File: config.mk
export PLATFORM = sky130hd
export DESIGN_NAME = etr_regblock
export DESIGN_NICKNAME = d
export VERILOG_FILES = /design/src/rtl/etr_pkg.sv /design/src/rtl/etr_decode.sv /design/src/rtl/etr_counter.sv /design/src/rtl/etr_channel.sv /design/src/rtl/etr_regblock.sv
export SDC_FILE = /design/constraint.sdc
export NUM_CORES = 1
export LEC_CHECK = 0
export BUFFER_PORTS_ARGS = -buffer_cell sky130_fd_sc_hd__buf_2
export CORE_AREA = 2 2 310 312
export CTS_CLUSTER_SIZE = 28
export DETAILED_ROUTE_END_ITERATION = 10
export DIE_AREA = 0 0 312 314
export PLACE_DENSITY = 0.52
export SLEW_MARGIN = 5
export SYNTH_ARGS = -nofsm -noshare
export SYNTH_HDL_FRONTEND = slang
export SYNTH_SLANG_ARGS = --single-unit
export TNS_END_PERCENT = 100
File: constraint.sdc
create_clock -name clk -period 4 [get_ports clk]
set_input_delay 0.4 -clock clk [delete_from_list [all_inputs] [get_ports clk]]
set_output_delay 0.4 -clock clk [all_outputs]
set_load 0.02 [all_outputs]
File: src/rtl/etr_pkg.sv
package etr_pkg;
   localparam int REG_W = 64;
   localparam int DWA_W = 8;

   // dword address bits 5:1 select a global register (byte offset >> 3)
   localparam logic [4:0] G_CAP = 5'd0;
   localparam logic [4:0] G_CFG = 5'd2;
   localparam logic [4:0] G_STS = 5'd4;
   localparam logic [4:0] G_CNT = 5'd30;

   // channel configuration bit positions
   localparam int C_LVL  = 1;
   localparam int C_IEN  = 2;
   localparam int C_PER  = 3;
   localparam int C_PCAP = 4;
   localparam int C_SCAP = 5;
   localparam int C_M32  = 8;

   localparam logic [REG_W-1:0] CFG_WMASK  = 64'h0000_0000_0000_3F0E;
   localparam logic [REG_W-1:0] GCFG_WMASK = 64'h0000_0000_0000_0003;

   typedef enum logic [1:0] {W_CFG = 2'd0, W_CMP = 2'd1, W_MSG = 2'd2, W_NONE = 2'd3} win_reg_t;

   // place write data into the old value according to access size and half
   function automatic logic [REG_W-1:0] put_half(input logic [REG_W-1:0] old,
                                                 input logic [REG_W-1:0] wd,
                                                 input logic wide, input logic hi);
      if (wide)    return wd;
      else if (hi) return {wd[31:0], old[31:0]};
      else         return {old[63:32], wd[31:0]};
   endfunction
endpackage

File: src/rtl/etr_decode.sv
module etr_decode import etr_pkg::*; #(
   parameter int NUM_CH = 3
) (
   input  logic [DWA_W-1:0] dw_addr,
   output logic             sel_cap,
   output logic             sel_cfg,
   output logic             sel_sts,
   output logic             sel_cnt,
   output logic             in_win,
   output logic             ch_hit,
   output logic [4:0]       ch_idx,
   output win_reg_t         ch_reg
);
   localparam logic [4:0] CH_LIM = 5'(NUM_CH);

   logic glob;

   always_comb begin
      glob    = (dw_addr[7:6] == 2'b00);
      sel_cap = glob && (dw_addr[5:1] == G_CAP);
      sel_cfg = glob && (dw_addr[5:1] == G_CFG);
      sel_sts = glob && (dw_addr[5:1] == G_STS);
      sel_cnt = glob && (dw_addr[5:1] == G_CNT);
      in_win  = !glob;
      ch_idx  = dw_addr[7:3] - 5'd8;
      ch_reg  = win_reg_t'(dw_addr[2:1]);
      ch_hit  = in_win && (ch_idx < CH_LIM) && (ch_reg != W_NONE);
   end
endmodule

File: src/rtl/etr_counter.sv
module etr_counter import etr_pkg::*; (
   input  logic             clk,
   input  logic             rst_n,
   input  logic             run,
   input  logic             wr,
   input  logic             wide,
   input  logic             hi,
   input  logic [REG_W-1:0] wdata,
   output logic [REG_W-1:0] cnt
);
   always_ff @(posedge clk) begin
      if (!rst_n)   cnt <= '0;
      else if (wr)  cnt <= put_half(cnt, wdata, wide, hi);
      else if (run) cnt <= cnt + 1'b1;
   end

   a_r4_count_step: assert property (@(posedge clk) disable iff (!rst_n)
      (run && !wr) |=> (cnt == $past(cnt) + 64'd1));
   a_r4_count_hold: assert property (@(posedge clk) disable iff (!rst_n)
      (!run && !wr) |=> $stable(cnt));
endmodule

File: src/rtl/etr_channel.sv
module etr_channel import etr_pkg::*; #(
   parameter logic [31:0] ROUTE_CAP = 32'h0000_0F00
) (
   input  logic             clk,
   input  logic             rst_n,
   input  logic             cfg_we,
   input  logic             cmp_we,
   input  logic             msg_we,
   input  logic             wide,
   input  logic             hi,
   input  logic [REG_W-1:0] wdata,
   output logic [REG_W-1:0] cfg,
   output logic [REG_W-1:0] cmp,
   output logic [REG_W-1:0] msg
);
   localparam logic [REG_W-1:0] CFG_RST = {ROUTE_CAP, 32'h0} | (64'd1 << C_PCAP) | (64'd1 << C_SCAP);

   logic [REG_W-1:0] cfg_new;
   assign cfg_new = (put_half(cfg, wdata, wide, hi) & CFG_WMASK) | (cfg & ~CFG_WMASK);

   always_ff @(posedge clk) begin
      if (!rst_n) begin
         cfg <= CFG_RST;
         cmp <= '1;
         msg <= '0;
      end else begin
         if (cfg_we) begin
            cfg <= cfg_new;
            if (cfg_new[C_M32]) cmp <= {32'h0, cmp[31:0]};
         end
         if (cmp_we) begin
            if (!cfg[C_M32])        cmp <= put_half(cmp, wdata, wide, hi);
            else if (wide || !hi)   cmp <= {32'h0, wdata[31:0]};
         end
         if (msg_we) msg <= put_half(msg, wdata, wide, hi);
      end
   end

   a_r11_upper_zero: assert property (@(posedge clk) disable iff (!rst_n)
      cfg[C_M32] |-> (cmp[63:32] == 32'h0));
endmodule

File: src/rtl/etr_regblock.sv
module etr_regblock import etr_pkg::*; #(
   parameter int          NUM_CH    = 3,
   parameter int unsigned TICK_FS   = 10_000_000,
   parameter logic [31:0] ROUTE_CAP = 32'h0000_0F00
) (
   input  logic                    clk,
   input  logic                    rst_n,
   input  logic                    bus_valid,
   input  logic                    bus_write,
   input  logic                    bus_wide,
   input  logic [7:0]              bus_dw_addr,
   input  logic [63:0]             bus_wdata,
   output logic                    bus_rvalid,
   output logic [63:0]             bus_rdata,
   input  logic [NUM_CH-1:0]       chan_event,
   output logic [63:0]             count_o,
   output logic                    timer_on,
   output logic                    legacy_route,
   output logic                    rearm,
   output logic                    cancel,
   output logic [NUM_CH-1:0]       chan_irq,
   output logic [NUM_CH*64-1:0]    chan_cfg_flat,
   output logic [NUM_CH*64-1:0]    chan_cmp_flat,
   output logic [NUM_CH*64-1:0]    chan_msg_flat
);
   localparam logic [REG_W-1:0] CAP_WORD =
      {32'(TICK_FS), 16'h0, 1'b1, 2'b00, 5'(NUM_CH - 1), 8'h01};
   localparam logic [REG_W-1:0] STS_MASK = (64'd1 << NUM_CH) - 64'd1;

   if (NUM_CH < 3 || NUM_CH > 24) begin : g_bad_ch
      $error("etr_regblock: NUM_CH must lie in 3..24 to fit the channel windows");
   end

   logic     sel_cap, sel_cfg, sel_sts, sel_cnt, in_win, ch_hit;
   logic [4:0] ch_idx;
   win_reg_t ch_reg;
   logic     wr, rd, hi;

   assign wr = bus_valid && bus_write;
   assign rd = bus_valid && !bus_write;
   assign hi = bus_dw_addr[0];

   etr_decode #(.NUM_CH(NUM_CH)) u_dec (
      .dw_addr(bus_dw_addr), .sel_cap(sel_cap), .sel_cfg(sel_cfg), .sel_sts(sel_sts),
      .sel_cnt(sel_cnt), .in_win(in_win), .ch_hit(ch_hit), .ch_idx(ch_idx), .ch_reg(ch_reg));

   // global configuration and enable edges
   logic [REG_W-1:0] gcfg_q;
   logic             en_d;
   always_ff @(posedge clk) begin
      if (!rst_n) begin
         gcfg_q <= '0;
         en_d   <= 1'b0;
      end else begin
         en_d <= gcfg_q[0];
         if (wr && sel_cfg) gcfg_q <= put_half(gcfg_q, bus_wdata, bus_wide, hi) & GCFG_WMASK;
      end
   end
   assign timer_on     = gcfg_q[0];
   assign legacy_route = gcfg_q[1];
   assign rearm        = gcfg_q[0] && !en_d;
   assign cancel       = !gcfg_q[0] && en_d;

   etr_counter u_cnt (
      .clk(clk), .rst_n(rst_n), .run(gcfg_q[0]), .wr(wr && sel_cnt),
      .wide(bus_wide), .hi(hi), .wdata(bus_wdata), .cnt(count_o));

   // channels
   logic [REG_W-1:0] cfg_a [NUM_CH];
   logic [REG_W-1:0] cmp_a [NUM_CH];
   logic [REG_W-1:0] msg_a [NUM_CH];
   logic [NUM_CH-1:0] lvl_v, ien_v;

   for (genvar i = 0; i < NUM_CH; i++) begin : g_ch
      logic mine;
      assign mine = wr && ch_hit && (ch_idx == 5'(i));
      etr_channel #(.ROUTE_CAP(ROUTE_CAP)) u_ch (
         .clk(clk), .rst_n(rst_n),
         .cfg_we(mine && ch_reg == W_CFG), .cmp_we(mine && ch_reg == W_CMP),
         .msg_we(mine && ch_reg == W_MSG), .wide(bus_wide), .hi(hi), .wdata(bus_wdata),
         .cfg(cfg_a[i]), .cmp(cmp_a[i]), .msg(msg_a[i]));
      assign chan_cfg_flat[i*64 +: 64] = cfg_a[i];
      assign chan_cmp_flat[i*64 +: 64] = cmp_a[i];
      assign chan_msg_flat[i*64 +: 64] = msg_a[i];
      assign lvl_v[i] = cfg_a[i][C_LVL];
      assign ien_v[i] = cfg_a[i][C_IEN];
   end

   // level status, write-one-to-clear, event has priority
   logic [REG_W-1:0] sts_q, clr64, set64;
   assign clr64 = (wr && sel_sts) ? put_half('0, bus_wdata, bus_wide, hi) : '0;
   assign set64 = {{(REG_W-NUM_CH){1'b0}}, chan_event & lvl_v};
   always_ff @(posedge clk) begin
      if (!rst_n) sts_q <= '0;
      else        sts_q <= ((sts_q & ~clr64) | set64) & STS_MASK;
   end
   assign chan_irq = sts_q[NUM_CH-1:0] & ien_v & {NUM_CH{gcfg_q[0]}};

   // read path
   logic [REG_W-1:0] rd64;
   always_comb begin
      rd64 = '0;
      if (sel_cap)      rd64 = CAP_WORD;
      else if (sel_cfg) rd64 = gcfg_q;
      else if (sel_sts) rd64 = sts_q;
      else if (sel_cnt) rd64 = count_o;
      else if (ch_hit) begin
         for (int k = 0; k < NUM_CH; k++) begin
            if (ch_idx == 5'(k)) begin
               case (ch_reg)
                  W_CFG:   rd64 = cfg_a[k];
                  W_CMP:   rd64 = cmp_a[k];
                  W_MSG:   rd64 = msg_a[k];
                  default: rd64 = '0;
               endcase
            end
         end
      end
   end

   logic oor_q;
   always_ff @(posedge clk) begin
      if (!rst_n) begin
         bus_rvalid <= 1'b0;
         bus_rdata  <= '0;
         oor_q      <= 1'b0;
      end else begin
         bus_rvalid <= rd;
         oor_q      <= rd && in_win && !ch_hit;
         if (rd) bus_rdata <= bus_wide ? rd64 : {32'h0, (hi ? rd64[63:32] : rd64[31:0])};
      end
   end

   a_r7_clear: assert property (@(posedge clk) disable iff (!rst_n)
      ((clr64 & ~set64) != '0) |=> ((sts_q & $past(clr64 & ~set64)) == '0));
   a_r9_rearm: assert property (@(posedge clk) disable iff (!rst_n)
      rearm |-> (timer_on && !$past(timer_on)));
   a_r9_cancel: assert property (@(posedge clk) disable iff (!rst_n)
      cancel |-> (!timer_on && $past(timer_on)));
   a_r10_oor_zero: assert property (@(posedge clk) disable iff (!rst_n)
      oor_q |-> (bus_rdata == '0));
   a_r12_rvalid: assert property (@(posedge clk) disable iff (!rst_n)
      bus_rvalid |-> $past(bus_valid && !bus_write));
endmodule

==> results.json, run 1 <==
{
  "first_iter_violations": 3200,
  "final.setup.tns_ps": 0,
  "hold_buffers": 0,
  "rsz0062_at_grt": "no",
  "r2r_cells": 6,
  "fill_cells": 10100,
  "seqCellArea_mm2": 0.0109,
  "met3_usage_pct": 11.1,
  "drive_above_1_share_pct": 23.7,
  "vias": 28100,
  "boundaryPins": 792,
  "synth_edf_count": 0,
  "setup_violations": 0,
  "grt_pass1_wl_um": 211000,
  "status": "finished clean",
  "routabilityCongestion": 0.936,
  "min_to": "sts_q[0]",
  "h-tree-depth": 3,
  "use_met1_pct": 37.2,
  "multi_input_area_mm2": 0.0129,
  "hold_start": "chan_event[0]",
  "grt_max_degree": 133,
  "finClkSkew_ps": 35.8,
  "synth_common_cells": "dfxtp_1, nand2_1, clkbuf_1",
  "worstPathRequired_ps": 4490,
  "wl_per_cell_um": 30.6,
  "synth.largest_area_cell": "dfxtp_1",
  "cts.sinks": 546,
  "core_area_mm2": 0.0944,
  "ys_seq_area_share_pct": 42.1,
  "cts_resized": 0,
  "syn_inst": 3229,
  "postPlaceCellArea_mm2": 0.0299,
  "via_per_inst": 5.57,
  "synth_flop_cell": "dfxtp_1",
  "maxSlewViolCount": 0,
  "r2r_setup_slack_ps": 920,
  "drc": 0,
  "r2r-end": "u_cnt.cnt[62]",
  "die_height_um": 314,
  "power.density_mw_per_mm2": 407,
  "drtPass1Iterations": 5,
  "drt_wl_total_um": 155000,
  "hold_depth": 3,
  "cp-end-kind": "flip-flop",
  "drtAntennaViolNets": 0,
  "ys_warn_count": 0,
  "clk_pin_slew_ps": 70,
  "fmax_mhz": 301,
  "grt_util_all_layers_pct": 30.0,
  "cts_root_buffer": "clkbuf_16",
  "ys_ff_latch": 546,
  "worst_slew_pin_slew_ps": 1310,
  "gr-max-usage-layer": "met2",
  "final_area_mm2": 0.0323,
  "grt_overflow_total": 0,
  "synth_area_mm2": 0.0259,
  "dp.cells": 4919,
  "finalCritPeriodShare_pct": 82.9,
  "r2r_start": "u_cnt.cnt[7]",
  "dieArea_mm2": 0.0980,
  "maxCapViolations": 0,
  "hp-class": "primary input to flip-flop",
  "fp-row-count": 113,
  "antenna_found_initial": 34,
  "cts.path.max_buffers": 3,
  "die-width_um": 312,
  "initial_core_util_pct": 27.5,
  "final.setup.worst_slack_ps": 682,
  "post_cts.repair.setup_buffers": 0,
  "grtUsageMet2_pct": 46.2,
  "nNetsFinal": 3807,
  "ir_drop_v": 0.000280,
  "areaGrowthSynthToFinish_pct": 24.7,
  "crit_arrival_ps": 3800,
  "instances_no_fill": 5046,
  "crit_path_start_kind": "primary input",
  "synth_most_common_cell": "dfxtp_1",
  "cts_tree": "done",
  "synth_cell_types": 77,
  "synthArstFlopShare_pct": 0,
  "clkLatencyLatePin_ps": 650,
  "max_slew_margin_pct": 12.0,
  "first_global_vias": 25600,
  "avgSynthCellArea_um2": 8.03,
  "cts_made_buffers": 68,
  "dp_hpwl_um": 114000,
  "period_needed_ps": 3320,
  "hold_viol_final": 0,
  "netlist.area_leader.share_pct": 42.1,
  "synth_area_leaders": "dfxtp_1, nand2_1, buf_4",
  "p_leak_nw": 13.8,
  "critPathKind": "primary input to flip-flop",
  "pre_cts_slack_ps": 269,
  "io_buffers": 626,
  "cp_max_fo": 32
}
==> worst max-delay path, cell delays in order <==
cell and delay, ps:
buf_2 490, inv_2 360, buf_12 270, a221oi_1 480
nor3_1 180, a221o_1 430, a221oi_1 960, a21oi_1 160
==> report_power, final <==
part / leakage [nW] / internal (mW) / switching, mW / total (mW)
clock network: 1.16 / 3.86 / 2.74 / 6.61
logic: 8.22 / 0.215 / 0.869 / 1.08
registers: 4.41 / 5.46 / 0.0245 / 5.48
==> how the worst max path moves through the flow <==
stage	to	slack [ps]	start
floorplan	u_cnt.cnt[62]	1420	u_cnt.cnt[0]
CTS	bus_rdata[30]	930	bus_dw_addr[4]
detailed placement	bus_rdata[30]	270	bus_dw_addr[4]
global placement	bus_rdata[30]	270	bus_dw_addr[4]
global route	bus_rdata[30]	520	bus_dw_addr[4]
finish	bus_rdata[30]	680	bus_dw_addr[4]
==> through the flow <==
step	total power [mW]	util [%]	hold WS [ps]
after global placement	6.66	31.7	437
after global routing	13.5	34.2	62.6
final	13.2	34.3	39.6
after detailed placement	6.65	31.7	449
after floorplan	6.29	-	481
after CTS	13.2	34.2	22.2
==> per-layer routing <==
metal / part of all wire [%] / routed length [um]
met1: 39 / 60900
met2: 44 / 68500
met5: 0.12 / 183
met4: 5.0 / 7690
met3: 11 / 17400
==> registers in the layout, summed over array words and instances (netlist names) <==
name and flops:
bus_rvalid 1, g_ch.u_ch.cmp 192, g_ch.u_ch.msg 192, g_ch.u_ch.cfg 27, gcfg_q 2, bus_rdata 64
u_cnt.cnt 64, en_d 1, sts_q 3
==> layout by cell type, fill, tap and decap left out, types with 12 or more instances in the layout <==
cell       count
a22oi_1       91
mux2i_1       51
and2_1        17
nand3_1      136
a21oi_1      222
conb_1       165
nand2_1      500
o21ai_0      116
a22o_1        47
a211oi_1     108
clkinv_2      12
buf_12        12
or3_1         13
o22ai_1       33
nor3_1        50
clkbuf_8      15
nor2_1       240
buf_2        625
a221o_1       20
buf_4        101
and4_1        17
and3_1        22
clkbuf_16     69
a221oi_1      96
dfxtp_1      546
o221ai_1     109
inv_1        106
nand4_1       33
==> cell type report <==
type | instances | area share [%]
Inverter | 109 | 1.29
Antenna cell | 9 | 0.0696
Clock inverter | 28 | 1.36
Timing Repair Buffer | 739 | 12.8
Clock buffer | 90 | 6.01
Sequential cell | 546 | 33.8
Multi-Input combinational cell | 2260 | 39.8
Tap cell | 1265 | 4.89
==> kinds of logic (layout without fill, tap and decap cells) <==
group / count (synthesis) / count (layout) / share of synthesized area, %
other: 2 / 174 / 0.0290
AOI/OAI and AO/OA: 924 / 924 / 24.9
muxes: 62 / 62 / 2.45
DFF: 546 / 546 / 42.1
adders and majority gates: 3 / 3 / 0.145
and+or+nand+nor: 1086 / 1086 / 18.6
xor gates and xnor gates: 20 / 20 / 0.675
buffers and inverters: 586 / 966 / 11.1
Power figures use the tool's default switching activity.
==> run 2: changes to the inputs <==
--- a/config.mk
+++ b/config.mk
@@ -5,12 +5,13 @@
 export SDC_FILE = /design/constraint.sdc
 export NUM_CORES = 1
 export LEC_CHECK = 0
+export ABC_AREA = 1
 export BUFFER_PORTS_ARGS = -buffer_cell sky130_fd_sc_hd__buf_2
-export CORE_AREA = 2 2 310 312
+export CORE_AREA = 2 2 312 314
 export CTS_CLUSTER_SIZE = 28
 export DETAILED_ROUTE_END_ITERATION = 10
-export DIE_AREA = 0 0 312 314
-export PLACE_DENSITY = 0.52
+export DIE_AREA = 0 0 314 316
+export PLACE_DENSITY = 0.56
 export SLEW_MARGIN = 5
 export SYNTH_ARGS = -nofsm -noshare
 export SYNTH_HDL_FRONTEND = slang
==> constraint.sdc (replaced) <==
create_clock -name clk -period 2.72 [get_ports clk]
set_input_delay 0.272 -clock clk [delete_from_list [all_inputs] [get_ports clk]]
set_output_delay 0.272 -clock clk [all_outputs]
set_load 0.02 [all_outputs]
==> results.json, run 2 <==
{
  "die_height_um": 316,
  "fp-row-count": 114,
  "highest_layer": "met5",
  "hold_viol_final": 0,
  "routabilityCongestion": 0.980,
  "power.density_mw_per_mm2": 542,
  "layout_common_cells": "nand2_1, buf_2, dfxtp_1",
  "grt_max_degree": 150,
  "final_common_cell": "nand2_1",
  "io_buffers": 626,
  "finalCritPeriodShare_pct": 86.0,
  "pwr-share-comb_pct": 8.8,
  "worstPathRequired_ps": 3240,
  "grt_util_all_layers_pct": 31.0,
  "cts.path.max_buffers": 3,
  "maxCapViolations": 0,
  "netlist.area_leader.share_pct": 38.4,
  "synth_most_common_cell": "nand2_1",
  "synth_flop_cell": "dfxtp_1",
  "crit_chain": "nand2_1, nor2_1, nand2_1, nor3_1, nand2_1, nand2_1, nand3_1, nand2_1, a21oi_1",
  "cp_max_fo": 6,
  "drt_wl_total_um": 161000,
  "crit_path_top_delay_cell": "dfxtp_1",
  "switching_share_pct": 27.6,
  "cp-end-kind": "flip-flop",
  "seq_power_share_pct": 41.7,
  "initial_core_util_pct": 29.6,
  "cts.sinks": 546,
  "syn_inst": 4280,
  "via_per_inst": 5.24,
  "r2r_start": "u_cnt.cnt[13]",
  "avgSynthCellArea_um2": 6.64,
  "wl_met3_um": 14800,
  "drive_above_1_share_pct": 19.9,
  "first_global_vias": 29300,
  "postPlaceCellArea_mm2": 0.0332,
  "vias": 32500,
  "first_iter_violations": 3381,
  "fmax_mhz": 427,
  "maxSlewViolCount": 0,
  "drt-met1-wl_um": 65800,
  "h-tree-depth": 3,
  "synthArstFlopShare_pct": 0,
  "status": "finished clean",
  "areaGrowthSynthToFinish_pct": 25.2,
  "crit_path_start_kind": "flip-flop",
  "synth_cell_types": 39,
  "synth.largest_area_cell": "dfxtp_1",
  "finClkSkew_ps": 28.9,
  "synth_edf_count": 0,
  "boundaryPins": 792,
  "clk_pin_slew_ps": 60,
  "grt_pass1_wl_um": 222000,
  "antenna_found_initial": 12,
  "grt_overflow_total": 0,
  "rsz0062_at_grt": "no",
  "worst_slew_pin_slew_ps": 994,
  "ir_drop_v": 0.000370,
  "ys_seq_area_share_pct": 38.4,
  "cts_made_buffers": 69,
  "critPathKind": "flip-flop to flip-flop",
  "power_mw": 19.3,
  "intPower_mw": 14.0,
  "clkLatencyLatePin_ps": 640,
  "cts_tree": "done",
  "drtAntennaViolNets": 0,
  "final_area_mm2": 0.0356,
  "dp_hpwl_um": 123000,
  "ys_warn_count": 0,
  "die-width_um": 314,
  "crit_top_cell": "nand2_1",
  "wl_met2_um": 72500,
  "core_area_mm2": 0.0960,
  "p_switching_mw": 5.32,
  "crit_start": "u_cnt.cnt[13]",
  "synth_area_mm2": 0.0284,
  "crit_arrival_ps": 2860,
  "period_needed_ps": 2340,
  "wl_per_cell_um": 25.9,
  "drtPass1Iterations": 5,
  "hold_start": "bus_wdata[26]",
  "fill_cells": 10500,
  "synth_area_leaders": "dfxtp_1, nand2_1, nand3_1",
  "p_leak_nw": 16.6,
  "pwr-share-clk_pct": 49.5,
  "hp-class": "primary input to flip-flop",
  "drc": 0,
  "dieArea_mm2": 0.0992,
  "synth_common_cells": "nand2_1, dfxtp_1, nand3_1",
  "max_slew_margin_pct": 33.1,
  "nNetsFinal": 4959,
  "cts_root_buffer": "clkbuf_16",
  "largestRegisters": "g_ch.u_ch.cmp x192, g_ch.u_ch.msg x192",
  "whs_ps": 35.0,
  "setup_violations": 0,
  "ys_ff_latch": 546,
  "cpPeakStageDelay_ps": 660
}
run 2: final timing paths:
kind	end	slack, ps	depth (start not counted)
setup / recovery	u_cnt.cnt[50]	380	9
hold / removal	u_cnt.cnt[26]	30	3
setup reg to reg	u_cnt.cnt[50]	380	9
hold reg to reg	g_ch[2].u_ch.msg[7]	460	2
run 2: cell families (layout without fill, tap and decap cells):
group / after synthesis / in the layout / synth area share (%)
AO/OA/AOI/OAI: 847 / 847 / 16.9
XOR/XNOR: 24 / 24 / 0.739
buffers and inverters: 730 / 1215 / 12.3
adder cells (fa/ha/maj): 3 / 3 / 0.132
flip-flops: 546 / 546 / 38.4
AND/OR/NAND/NOR: 2128 / 2128 / 31.4
other: 2 / 166 / 0.0264
run 2: critical path: cells and delay by family, from the launching register on:
kind	cells	cell delay, ps
and+or+nand+nor	8	1490
DFF	1	660
AOI/OAI and AO/OA	1	50
run 2: cell type report:
class | instances | area [um2] | share of cell area, %
inverters | 273 | 1030 | 2.89
diodes | 1 | 2.50 | 0.00703
multi-input cells | 3167 | 14700 | 41.2
clock inverters | 23 | 292 | 0.819
repair buffers | 819 | 5050 | 14.2
flip-flops and latches | 546 | 10900 | 30.7
clock buffers | 100 | 2020 | 5.68
well taps | 1276 | 1600 | 4.49
run 2: per-stage QoR:
step,worst slack (ps),std cells,utilization [%],setup TNS (ps)
6_report,380,6205,37.1,0
5_1_grt,361,6204,37.1,0
4_1_cts,464,6204,37.1,0
3_5_place_dp,-84.3,6077,34.6,-225
3_3_place_gp,-86.9,6077,34.6,-220
2_1_floorplan,692,4443,-,0
run 2: routing by layer:
| metal | GRT usage (%) | vias up |
|---|---|---|
| li1 | - | 15000 |
| met1 | 40.1 | 15500 |
| met2 | 49.3 | 1703 |
| met3 | 7.29 | 307 |
| met4 | 13.3 | 8 |
| met5 | 0 | - |
run 2: what timing repair did:
| action | CTS | global route |
|---|---|---|
| buffers inserted | 0 | 0 |
| gates resized for setup | 0 | 0 |
| hold endpoints to repair | 20 | 0 |
| hold buffers | 4 | 0 |
run 2: power groups by stage:
| stage | logic (mW) | registers (mW) | clock network (mW) |
|---|---|---|---|
| 2_1_floorplan | 1.03 | 8.25 | 0 |
| 5_1_grt | 1.80 | 8.05 | 9.94 |
| 3_3_place_gp | 1.67 | 8.23 | 0 |
| 4_1_cts | 1.67 | 8.05 | 9.64 |
| 3_5_place_dp | 1.66 | 8.23 | 0 |
| 6_report | 1.70 | 8.05 | 9.55 |
